**src/rtl/umsb_acc.sv**
```systemverilog
module umsb_acc #(
  parameter int OPW      = 16,
  parameter int ACCW     = 40,
  parameter int NACC     = 2,
  parameter int CTLW     = 16,
  parameter int FRAC_BIT = 7,
  localparam int SELW    = (NACC > 1) ? $clog2(NACC) : 1
) (
  input  logic                 clk,
  input  logic                 rst,
  input  logic                 ctl_we,
  input  logic [CTLW-1:0]      ctl_wdata,
  input  logic                 op_valid,
  input  logic [1:0]           op_code,
  input  logic [SELW-1:0]      acc_sel,
  input  logic [OPW-1:0]       opnd_a,
  input  logic [OPW-1:0]       opnd_b,
  output logic [NACC*ACCW-1:0] acc_all,
  output logic                 done
);

  localparam int PW  = 2 * OPW;
  localparam int PSW = PW + 1;

  localparam logic [1:0] OP_SUB  = 2'b00;
  localparam logic [1:0] OP_ADD  = 2'b01;
  localparam logic [1:0] OP_LOAD = 2'b10;

  logic            frac_q;
  logic [PW-1:0]   prod;
  logic [PSW-1:0]  prod_s;
  logic [ACCW-1:0] prod_x;
  logic [ACCW-1:0] acc_r [NACC];
  logic [ACCW-1:0] cur;
  logic [ACCW-1:0] nxt;
  logic            wr_en;

  assign prod   = PW'(opnd_a) * PW'(opnd_b);
  assign prod_s = frac_q ? {prod, 1'b0} : {1'b0, prod};
  assign prod_x = ACCW'(prod_s);
  assign cur    = acc_r[acc_sel];
  assign wr_en  = op_valid && (op_code != 2'b11);

  always_comb begin
    case (op_code)
      OP_SUB:  nxt = cur - prod_x;
      OP_ADD:  nxt = cur + prod_x;
      OP_LOAD: nxt = prod_x;
      default: nxt = cur;
    endcase
  end

  always_ff @(posedge clk) begin
    if (rst) begin
      frac_q <= 1'b0;
      done   <= 1'b0;
    end else begin
      done <= op_valid;
      if (ctl_we) frac_q <= ctl_wdata[FRAC_BIT];
    end
  end

  always_ff @(posedge clk) begin
    for (int k = 0; k < NACC; k++) begin
      if (rst)
        acc_r[k] <= '0;
      else if (wr_en && (acc_sel == SELW'(k)))
        acc_r[k] <= nxt;
    end
  end

  for (genvar g = 0; g < NACC; g++) begin : g_out
    assign acc_all[g*ACCW +: ACCW] = acc_r[g];

    assert_unsel_hold_R7: assert property (@(posedge clk) disable iff (rst)
      (op_valid && acc_sel != SELW'(g)) |=>
        acc_all[g*ACCW +: ACCW] == $past(acc_all[g*ACCW +: ACCW]));

    assert_load_zext_R5: assert property (@(posedge clk) disable iff (rst)
      (op_valid && acc_sel == SELW'(g) && op_code == OP_LOAD) |=>
        acc_all[g*ACCW +: ACCW] ==
          ((ACCW'($past(opnd_a)) * ACCW'($past(opnd_b))) << $past(frac_q)));
  end

  assert_reset_clear_R10: assert property (@(posedge clk)
    rst |=> (acc_all == '0 && !done && !frac_q));

  assert_done_pulse_R8: assert property (@(posedge clk) disable iff (rst)
    op_valid |=> done);

  assert_done_idle_R8: assert property (@(posedge clk) disable iff (rst)
    !op_valid |=> (!done && $stable(acc_all)));

  assert_nop_hold_R6: assert property (@(posedge clk) disable iff (rst)
    (op_valid && op_code == 2'b11) |=> $stable(acc_all));

  assert_mode_write_R9: assert property (@(posedge clk) disable iff (rst)
    ctl_we |=> frac_q == $past(ctl_wdata[FRAC_BIT]));

endmodule

```
**config.mk**
```make
export PLATFORM = sky130hd
export DESIGN_NAME = umsb_acc
export DESIGN_NICKNAME = d
export VERILOG_FILES = /design/src/rtl/umsb_acc.sv
export SDC_FILE = /design/constraint.sdc
export NUM_CORES = 1
export LEC_CHECK = 0
export BUFFER_PORTS_ARGS = -buffer_cell sky130_fd_sc_hd__buf_2
export CORE_MARGIN = 3
export CORE_UTILIZATION = 54
export DETAILED_ROUTE_END_ITERATION = 6
export GPL_TIMING_DRIVEN = 0
export PLACE_DENSITY = 0.74
export SYNTH_ARGS = -nofsm -noshare
export SYNTH_HDL_FRONTEND = slang
export SYNTH_SLANG_ARGS = --single-unit
```
**constraint.sdc**
```tcl
create_clock -name clk -period 11.7 [get_ports clk]
set_input_delay 2.34 -clock clk [delete_from_list [all_inputs] [get_ports clk]]
set_output_delay 2.34 -clock clk [all_outputs]
set_load 0.005 [all_outputs]
```
Yosys cells after proc, flatten, opt, wreduce, memory -nomap -nowiden
Memories as Yosys holds them, arrays and structs flattened.
Index checks and enable logic that the tools add are counted.
{ "totals": {"register_bits": 2, "ramBits": 80, "input_bits": 55, "output_inout_bits": 81, "word_cells": 28, "memories": 1} }
{ "memory_table": {"columns": ["name", "words", "width", "read_ports", "rd_ports_with_merged_regs", "write_ports", "line", "text"], "rows": [
  ["acc_r", 2, 40, 3, 0, 2, "33", "logic [ACCW-1:0] acc_r [NACC];"]
]} }
{ "classes": {"n_addsub": 2, "multipliers": 1, "n_eq_ne": 3, "muxes": 12, "bitwise": 3, "n_reduce_logical": 4} }
{ "ops": {"columns": ["operator", "count"], "rows": [
  ["40-bit case mux with 3 select lines", 1],
  ["40-bit two-way mux", 2],
  ["40-bit by 33-bit adder with 40-bit output", 1],
  ["40-bit by 33-bit subtractor with 40-bit output", 1],
  ["33-bit two-way mux", 1],
  ["16-bit by 16-bit multiplier with 32-bit output", 1],
  ["1-bit two-way mux", 8],
  ["1-bit logical AND", 3],
  ["2-bit by 1-bit == test with 1-bit output, second input constant", 1],
  ["2-bit == test, second input constant", 1],
  ["2-bit logical NOT", 1],
  ["2-bit != test, second input constant", 1],
  ["1-bit bitwise OR", 2],
  ["1-bit inverter", 1]
]} }

Longest topological paths before layout
Gate-level depths: netlist (run 1).
{ "logic_depth": {"word_depth": 7, "mapped_depth": 40, "depth_no_buf": 37} }

Worst setup path before layout (run 1)
No wires, ideal clock.
{ "synth_timing": {"kind": "input -> register", "from": "input opnd_b[1]", "to": "memory acc_r[0][39] (data pin)", "setup_ns": 0.259, "arrival_ns": 10.547, "required_time_ns": 11.441, "slack_ns": 0.894, "path_stages": 38, "path_buffers": 4, "cell_sequence": "clkbuf_1 > nand2_1 > fa_1 > fa_1 > fa_1 > fa_1 > inv_1 > fa_1 > inv_1 > fa_1 > inv_1 > ha_1 > clkbuf_1 > nand4_1 > nor4b_1 > or3_1 > buf_2 > xnor2_2 > [2 not listed] > nor4b_2 > nand2_1 > and3_1 > o21a_1 > a2111oi_2 > ha_1 > clkbuf_1 > nor3_1 > a21oi_1 > o21ai_0 > nand2_1 > o221ai_1 > o21ai_0 > a21o_1 > a311oi_1 > xor2_1 > xnor2_1 > nor2_1"} }
{ "synth_lines": {"columns": ["item", "line", "text"], "rows": [
  ["from (decl)", "17", "input logic [OPW-1:0] opnd_b,"],
  ["to (decl)", "33", null]
]} }

==> run_results.csv, run 1 <==
group,metric,value,unit
status,status,"completed",
floorplan,initial_core_util,55.55,%
floorplan,io_pins,136,
sta,fin_crit_sh,97.17,%
yosys,synth-xor-area-share,3.975,%
yosys,syn_area_per_cell,8.413,µm²
routing,wl_per_cell,20.04,µm
global_routing,grt_pass1_vias,15080,
yosys,async_flop_share,0,%
placed_design,io_buffers,118,
global_routing,grt_first_pass_wirelength,80.67,mm
finish,nets,2503,
floorplan,coreArea,0.03003,mm²
clock_tree,insertion_delay,360,ps
worst_setup_path,crit_fanout,10,
yosys,synth-compound-area-share,14.44,%
finish,fill_cells,2677,
routing,drtPass1Iterations,6,
worst_setup_path,cpPeakStageDelay,530,ps
clock_tree,cts_root_buf,"clkbuf_16",
sta,finalHoldViolations,0,
clock_tree,clock_sinks,82,
yosys,synth-edff-count,80,
worst_setup_path,critPathLaunchType,"primary input",
routing,drt_iter0_markers,1517,
global_routing,grt-ovfl-total,0,
yosys,synthTopCellsByArea,"fa_1, edfxtp_1, ha_1",
yosys,synth_top_family_by_area,"adder cells",
floorplan,die-height,181.8,µm
sta,relSlewSlack,34.32,%
sta,fmax,0.08795,GHz
placed_design,gp_congestion,0.9563,
yosys,synth_mux_area_share,4.238,%
yosys,synth.distinct_cells,86,
clock_tree,clockBufferDepth,2,
yosys,synth_top_area_share,23.40,%
yosys,yosysWarnings,0,
yosys,yosysSeqAreaShare,14.64,%
sta,finalSetupViolCount,0,
sta,tns,0,ps
worst_setup_path,reg2regPathDepth,27,
placed_design,dp_slack,-1121,ps
sta,setup_ws,330.5,ps
min_path,min_path_cells,4,
worst_setup_path,required,11820,ps
finish,diodes,0,
yosys,syn_nets,2378,
yosys,yosysTopAreaCell,"fa_1",
yosys,synth-seq-cells,82,
yosys,synth-main-ff-cell,"edfxtp_1",
yosys,syn_area,0.01668,mm²
yosys,synth-simple-area-share,20.45,%
sta,min_period,11370,ps
worst_setup_path,critPathKind,"in2reg",
finish,syn_to_final_growth,10.24,%
sta,worstMarginPinSlew,985.2,ps
flow_run,cap_violations,0,
finish,final_cell_mix,"inv_1, nand2_1, fa_1, nor2_1, and2_1",
worst_setup_path,slowest_stage,"fa_1",
sta,finalClockSkew,12.05,ps
global_routing,antenna_found_initial,1,
yosys,syn_inst,1983,
sta,drv_slew,0,
floorplan,die-area,0.03304,mm²
routing,drc_errors,0,
worst_setup_path,cp_common_cell,"fa_1",
global_routing,grt_max_degree,27,
clock_tree,h-tree-depth,3,
clock_tree,postCtsHoldBufs,0,
finish,drive_gt1_share,13.39,%
worst_setup_path,worstPathArrival,11490,ps
routing,vias,15110,
routing,viasPerCell,6.037,
clock_tree,cts.clk_slew.worst_paths,70,ps
floorplan,std_cell_rows,63,
min_path,min_path_type,"reg2reg",
worst_setup_path,crit_path_end_kind,"flip-flop",
clock_tree,cts_tree,"done",
finish,fin_util,61.23,%
routing,finalWirelength,50.15,mm
global_routing,grt_usage,30.69,%
placed_design,dp_hpwl,41.67,mm
floorplan,fp.dieW,181.8,µm
routing,final_antenna_net_count,0,
yosys,synth_adder_area_share,34.28,%
finish,layout_commonest_cell,"inv_1",
clock_tree,cts_inserted_buffers,9,
[critical path, delay by kind of cell]
family | cells | cell delay, ps
AO/OA/AOI/OAI | 9 | 1900
XOR/XNOR | 2 | 430
adder cells (fa/ha/maj) | 8 | 3780
buffers and inverters | 6 | 910
multiplexers | 1 | 290
AND/OR/NAND/NOR | 9 | 1780
[final cells by class]
| type | count | area [µm²] | share of cell area [%] |
|---|---|---|---|
| buffer | 94 | 434.2 | 2.361 |
| sequential | 82 | 2442 | 13.28 |
| inverter | 248 | 930.9 | 5.062 |
| tap | 390 | 488.0 | 2.653 |
| multi-input combinational | 1548 | 13120 | 71.35 |
| clock buffer | 9 | 225.2 | 1.225 |
| timing repair buffer | 125 | 668.1 | 3.633 |
| clock inverter | 7 | 80.08 | 0.4354 |
[logic make-up (layout without fill, tap and decap cells)]
group	Yosys count	after routing
buffers and inverters	353	483
DFF	82	82
xor gates and xnor gates	74	74
and+or+nand+nor	702	702
adders and majority gates	340	340
AOI/OAI and AO/OA	367	367
muxes	65	65
[routing by layer]
| metal | track usage, % | part of all wire (%) |
|---|---|---|
| met1 | 44.54 | 45 |
| met2 | 47.51 | 45 |
| met3 | 5.629 | 7.7 |
| met4 | 8.288 | 2.7 |
| met5 | 0 | 0 |
[stage by stage]
| step | std cells | cell area, µm² | hold slack [ps] |
|---|---|---|---|
| 5_1_grt | 2503 | 18390 | 956.6 |
| 4_1_cts | 2506 | 18180 | 904.2 |
| 3_5_place_dp | 2493 | 17810 | 879.6 |
| 3_3_place_gp | 2491 | 17760 | 869.5 |
| 2_1_floorplan | 1983 | 16680 | 802.8 |
| 6_report | 2503 | 18390 | 897.6 |
[worst paths after layout]
check / startpoint / endpoint / slack [ps]
max: opnd_a[11] / acc_r[0][31]$_SDFFCE_PN0P_ / 330
min: acc_r[0][39]$_SDFFCE_PN0P_ / acc_r[0][39]$_SDFFCE_PN0P_ / 900
max reg2reg: frac_q$_SDFFE_PP0P_ / acc_r[1][39]$_SDFFCE_PN0P_ / 4190
min reg2reg: acc_r[0][39]$_SDFFCE_PN0P_ / acc_r[0][39]$_SDFFCE_PN0P_ / 900
[cells in the mapped netlist, types with 20 or more instances]
library cell / n
a21o_1: 36
a21oi_1: 106
and2_1: 145
and3_1: 20
clkbuf_1: 93
edfxtp_1: 80
fa_1: 195
ha_1: 145
inv_1: 247
mux2_2: 45
mux2i_1: 20
nand2_1: 233
nand3_1: 32
nor2_1: 161
nor3_1: 32
o21ai_0: 78
xnor2_1: 46
xor2_1: 26
[what timing repair did]
action,CTS,global route
buffers inserted,0,5
cloned,0,0
resized for setup,32,73
endpoints found under the setup margin,31,35
pin swaps,1,5
[state kept, by name (all words and copies together) (netlist names)]
name and count:
done 1, acc_r 80, frac_q 1
Power of run 1 is not shown: default switching activity piles up to over one toggle a cycle in this logic, so the estimate is an artifact.
==> run 2: changes to the inputs <==
- ABC_AREA: not set -> 1
- CORE_ASPECT_RATIO: not set -> 1.4
==> run 2 against run 1 <==
Effect of this change: synthesized area up 2.8%; critical path depth up 7; sequential share of layout area about the same; core utilization down 1.9 points; clock skew up 1.1 ps; setup slack worse by 14 ps; critical endpoint is now acc_r[1][35]$_SDFFCE_PN0P_; highest routed layer unchanged.
==> run_results.csv, run 2 <==
group,metric,value,unit
floorplan,fp.dieW,156.6,µm
sta,finalClockSkew,13.14,ps
yosys,synth.distinct_cells,52,
routing,viasPerCell,5.376,
routing,drc_errors,0,
floorplan,initial_core_util,55.17,%
yosys,synth-edff-count,80,
placed_design,gp_congestion,1.006,
sta,finalSetupViolCount,0,
yosys,syn_nets,2936,
clock_tree,clockBufferDepth,2,
finish,reg_top3,"acc_r: 80 flops, done: 1 flops, frac_q: 1 flops",
yosys,synth-seq-cells,82,
worst_setup_path,reg2reg_to,"acc_r[1][35]$_SDFFCE_PN0P_",
finish,layout_commonest_cell,"nand2_1",
worst_setup_path,critPathLaunchType,"primary input",
yosys,syn_inst,2541,
yosys,yosys.cell_count.top_type,"nand2_1",
worst_setup_path,path_buf_inv,8,
clock_tree,cts_root_buf,"clkbuf_16",
worst_setup_path,cp_common_cell,"nand2_1",
clock_tree,h-tree-depth,3,
placed_design,io_buffers,86,
routing,finalWirelength,56.91,mm
finish,largest_reg_flops,80,
worst_setup_path,cp_num_cells,42,
global_routing,grt_first_pass_wirelength,88.28,mm
worst_setup_path,crit_path_end_kind,"flip-flop",
yosys,ys_top_cells_by_count,"nand2_1, inv_1, fa_1",
routing,wl_per_cell,18.75,µm
yosys,async_flop_share,0,%
finish,largest_register,"acc_r",
worst_setup_path,critPathKind,"in2reg",
yosys,yosysTopAreaCell,"fa_1",
min_path,min_path_type,"reg2reg",
worst_setup_path,cpPeakStageDelay,590,ps
sta,rsz0062_at_grt,"yes",
routing,drtPass1Iterations,6,
routing,final_antenna_net_count,0,
sta,min_period,11380,ps
worst_setup_path,reg2reg_slack,5960,ps
worst_setup_path,reg2regPathDepth,29,
worst_setup_path,worstPathArrival,11490,ps
global_routing,antenna_found_initial,0,
clock_tree,cts_inserted_buffers,9,
sta,finalHoldViolations,0,
global_routing,grt_max_degree,27,
status,status,"completed",
placed_design,dp.cells,3019,
routing,drt_iter0_markers,1013,
sta,fmax,0.08785,GHz
clock_tree,cts.clk_slew.worst_paths,60,ps
finish,final_cell_mix,"nand2_1, inv_1, fa_1, ha_1, nor2_1",
sta,fin_crit_sh,97.29,%
finish,nets,3035,
sta,worstMarginPinSlew,882.4,ps
clock_tree,clock_sinks,82,
clock_tree,cts_tree,"done",
flow_run,cap_violations,0,
yosys,yosysWarnings,0,
floorplan,io_pins,136,
yosys,syn_area_per_cell,6.752,µm²
finish,syn_to_final_growth,7.570,%
sta,drv_slew,0,
min_path,min_path_cells,4,
yosys,syn_area,0.01716,mm²
global_routing,grt_usage,33.94,%
yosys,synth-main-ff-cell,"edfxtp_1",
worst_setup_path,slowest_stage,"clkbuf_1",
placed_design,dp_hpwl,48.27,mm
routing,vias,16320,
global_routing,grt-ovfl-total,0,
min_path,worstHoldEndpoint,"acc_r[0][35]$_SDFFCE_PN0P_",
clock_tree,insertion_delay,370,ps
worst_setup_path,rr_startpoint,"frac_q$_SDFFE_PP0P_",
floorplan,std_cell_rows,76,
yosys,synth_top_area_share,22.75,%
sta,relSlewSlack,40.95,%
worst_setup_path,required,11810,ps
yosys,yosysSeqAreaShare,14.24,%
min_path,min-delay-start,"acc_r[0][35]$_SDFFCE_PN0P_",
worst_setup_path,crit_fanout,10,
finish,diodes,0,
worst_setup_path,cpLargestDelayFamily,"adder cells",
floorplan,coreArea,0.03109,mm²
finish,layout.cells.non_filler,3035,
global_routing,grt_pass1_vias,16790,
finish,drive_gt1_share,6.692,%
floorplan,die-height,216.9,µm
yosys,synthTopCellsByArea,"fa_1, nand2_1, edfxtp_1",
floorplan,die-area,0.03398,mm²
## run 2: worst max-delay path by stage
stage                    start                          to  slack, ps
finish               opnd_a[2]  acc_r[1][35]$_SDFFCE_PN0P_        320
global route         opnd_a[3]  acc_r[0][35]$_SDFFCE_PN0P_         -5
CTS                 opnd_a[10]  acc_r[1][35]$_SDFFCE_PN0P_        180
detailed placement  opnd_a[10]  acc_r[1][35]$_SDFFCE_PN0P_       -180
global placement     opnd_a[9]  acc_r[0][24]$_SDFFCE_PN0P_       -170
floorplan            opnd_b[1]  acc_r[0][34]$_SDFFCE_PN0P_       1940
## run 2: layout make-up
class | instances | area (µm²)
inverters | 625 | 2346
repair buffers | 88 | 470.5
well taps | 390 | 488.0
multi-input cells | 1735 | 11970
clock inverters | 7 | 77.57
plain buffers | 99 | 431.7
fillers | 3061 | 12640
flip-flops and latches | 82 | 2442
clock buffers | 9 | 225.2
## run 2: metal layers
layer  global-route usage [%]  routed length [µm]  vias to the layer above
li1                         -                   -                     7832
met1                    33.79               19100                     7672
met3                    3.422                2415                      226
met5                        0                   0                        -
met4                    26.22                5099                        0
met2                    63.27               30300                      585
## run 2: kinds of logic (layout without fill, tap and decap cells)
kind of cell    count (synthesis)  after routing  synth area share (%)
fa+ha+maj                     340            340                 33.33
xor+xnor                       39             39                 2.035
simple gates                 1127           1127                 26.71
flops                          82             82                 14.24
buf+inv                       724            828                 16.00
mux                             1              1               0.08020
compound gates                228            228                 7.614
## run 2: timing repair
action | CTS | global route
setup endpoints to repair | 0 | 34
resized for setup | 0 | 51
hold buffers | 0 | 0
setup buffers | 0 | 0
## run 2: worst min-delay path: cells and delay by family, from the launching register on
kind / cells / cell delay (ps)
AOI/OAI and AO/OA: 1 / 130
DFF: 1 / 350
and+or+nand+nor: 3 / 210
## run 2: stage by stage
stage / TNS, ps / hold WS (ps) / area, µm² / util (%) / setup WS [ps]
2_1_floorplan: 0 / 750.3 / 17160 / - / 1940
3_3_place_gp: -926.4 / 775.7 / 18070 / 58.13 / -166.1
3_5_place_dp: -1059 / 779.4 / 18120 / 58.27 / -184.9
4_1_cts: 0 / 797.0 / 18420 / 59.25 / 177.8
5_1_grt: -4.563 / 850.8 / 18460 / 59.35 / -4.563
6_report: 0 / 796.1 / 18460 / 59.35 / 316.7
Power of run 2 is left out for the same reason.
==> run 3: changes to the inputs <==
- BUFFER_PORTS_ARGS: -buffer_cell sky130_fd_sc_hd__buf_2 -> not set
- DONT_BUFFER_PORTS: not set -> 1
- PLACE_DENSITY: 0.74 -> 0.7
- REMOVE_ABC_BUFFERS: not set -> 1
==> run 3 against run 2 <==
Effect of this change: count of clock-buffer cells in the layout increased by 2; fmax increased by 9.1%; hold slack gained 26 ps; sequential share of layout area grew 0.65 points; critical path depth down 3; non-clock buffer count is 185 lower; via count is 7.4% lower; largest cell class unchanged; highest routed layer unchanged.
==> run_results.csv, run 3 (synthesized netlist as in run 2, its figures left out) <==
group,metric,value,unit
routing,finalWirelength,45.78,mm
floorplan,initial_core_util,55.17,%
worst_setup_path,cpPeakStageDelay,550,ps
routing,viasPerCell,5.299,
routing,drtPass1Iterations,5,
routing,drt_iter0_markers,1034,
clock_tree,postCtsSetupBuffers,0,
global_routing,grt-ovfl-total,0,
clock_tree,insertion_delay,360,ps
clock_tree,cts_root_buf,"clkbuf_16",
routing,final_antenna_net_count,0,
finish,fill_cells,3032,
clock_tree,h-tree-depth,3,
worst_setup_path,crit_path_end_kind,"flip-flop",
worst_setup_path,slowest_stage,"fa_1",
sta,rsz0062_at_grt,"no",
floorplan,fp.dieW,156.6,µm
finish,reg_top3,"acc_r: 80 flops, done: 1 flops, frac_q: 1 flops",
floorplan,die-height,216.9,µm
global_routing,grt_first_pass_wirelength,75.80,mm
global_routing,antenna_found_initial,0,
min_path,min_path_cells,4,
finish,drive_gt1_share,2.602,%
worst_setup_path,required,11820,ps
sta,finalClockSkew,8.835,ps
global_routing,grt_usage,27.65,%
finish,final_cell_mix,"nand2_1, inv_1, fa_1, ha_1, nor2_1",
worst_setup_path,critPathLaunchType,"primary input",
sta,tns,0,ps
worst_setup_path,cp_num_cells,39,
worst_setup_path,reg2regPathDepth,28,
flow_run,cap_violations,0,
worst_setup_path,critPathKind,"in2reg",
sta,finalHoldViolations,0,
routing,drc_errors,0,
worst_setup_path,crit_fanout,16,
sta,worstMarginPinSlew,1253,ps
finish,diodes,0,
finish,largest_reg_flops,80,
global_routing,grt_max_degree,43,
clock_tree,postCtsHoldBufs,0,
floorplan,coreArea,0.03109,mm²
sta,fin_crit_sh,89.16,%
sta,drv_slew,0,
clock_tree,cts_tree,"done",
clock_tree,cts.clk_slew.worst_paths,60,ps
clock_tree,cts_resized,0,
sta,min_period,10430,ps
clock_tree,cts_inserted_buffers,9,
placed_design,io_buffers,0,
placed_design,gp_congestion,0.9520,
sta,relSlewSlack,16.16,%
clock_tree,clockBufferDepth,2,
finish,syn_to_final_growth,2.553,%
sta,fmax,0.09586,GHz
sta,finalSetupViolCount,0,
floorplan,die-area,0.03398,mm²
floorplan,io_pins,136,
min_path,min_path_type,"reg2reg",
worst_setup_path,path_buf_inv,8,
global_routing,grt_pass1_vias,15910,
placed_design,dp_hpwl,37.66,mm
finish,nets,2850,
status,status,"completed",
clock_tree,clock_sinks,82,
finish,layout_commonest_cell,"nand2_1",
floorplan,std_cell_rows,76,
worst_setup_path,cpLargestDelayFamily,"adder cells",
routing,wl_per_cell,16.06,µm
finish,largest_register,"acc_r",
routing,vias,15100,
worst_setup_path,worstPathArrival,10550,ps
-- run 3: cell types whose count changed in the layout (fill, tap and decap cells not counted), sizes merged --
cell | before | now
inv | 625 | 623
buf | 97 | 2
clkbuf | 99 | 11
-- run 3: routing by layer --
metal  up-vias  wire length [µm]  global-route usage (%)  share of wire [%]
met5         -                 0                       0                  0
met1      7062             16780                   30.06                 37
met4         0              2293                   13.37                5.0
met3       138              2743                   4.217                6.0
met2       468             23960                   51.61                 52
li1       7435                 -                       -                  -
-- run 3: layout make-up --
cell class                 instances  area (µm²)  area share (%)
clock buffer                      11       232.7           1.323
timing repair buffer               2       40.04          0.2276
multi-input combinational       1735       11990           68.14
inverter                         625        2346           13.33
tap                              390       488.0           2.773
sequential                        82        2442           13.88
clock inverter                     5       56.30          0.3200
-- run 3: final timing paths --
path | from | end | slack (ps)
setup / recovery | opnd_a[7] | acc_r[0][24]$_SDFFCE_PN0P_ | 1270
hold / removal | acc_r[1][36]$_SDFFCE_PN0P_ | acc_r[1][36]$_SDFFCE_PN0P_ | 820
setup reg to reg | frac_q$_SDFFE_PP0P_ | acc_r[0][24]$_SDFFCE_PN0P_ | 5260
hold reg to reg | acc_r[1][36]$_SDFFCE_PN0P_ | acc_r[1][36]$_SDFFCE_PN0P_ | 820
-- run 3: per-stage QoR --
stage	hold slack, ps	instance area, µm²	util, %	worst slack [ps]	instances
floorplan	750.3	16760	-	2433	2442
global placement	809.7	17250	55.46	1130	2832
detailed placement	806.3	17310	55.65	1060	2834
CTS	821.9	17590	56.58	1373	2850
global route	889.9	17590	56.58	781.4	2850
finish	822.1	17590	56.58	1268	2850
-- run 3: worst register-to-register path, delay by kind of cell, from the launching register on --
family	cells	cell delay, ps
AOI/OAI and AO/OA	8	2100
xor gates and xnor gates	1	180
adders and majority gates	2	450
buffers and inverters	5	790
DFF	1	1150
and+or+nand+nor	12	1540
Power of run 3 is left out for the same reason.
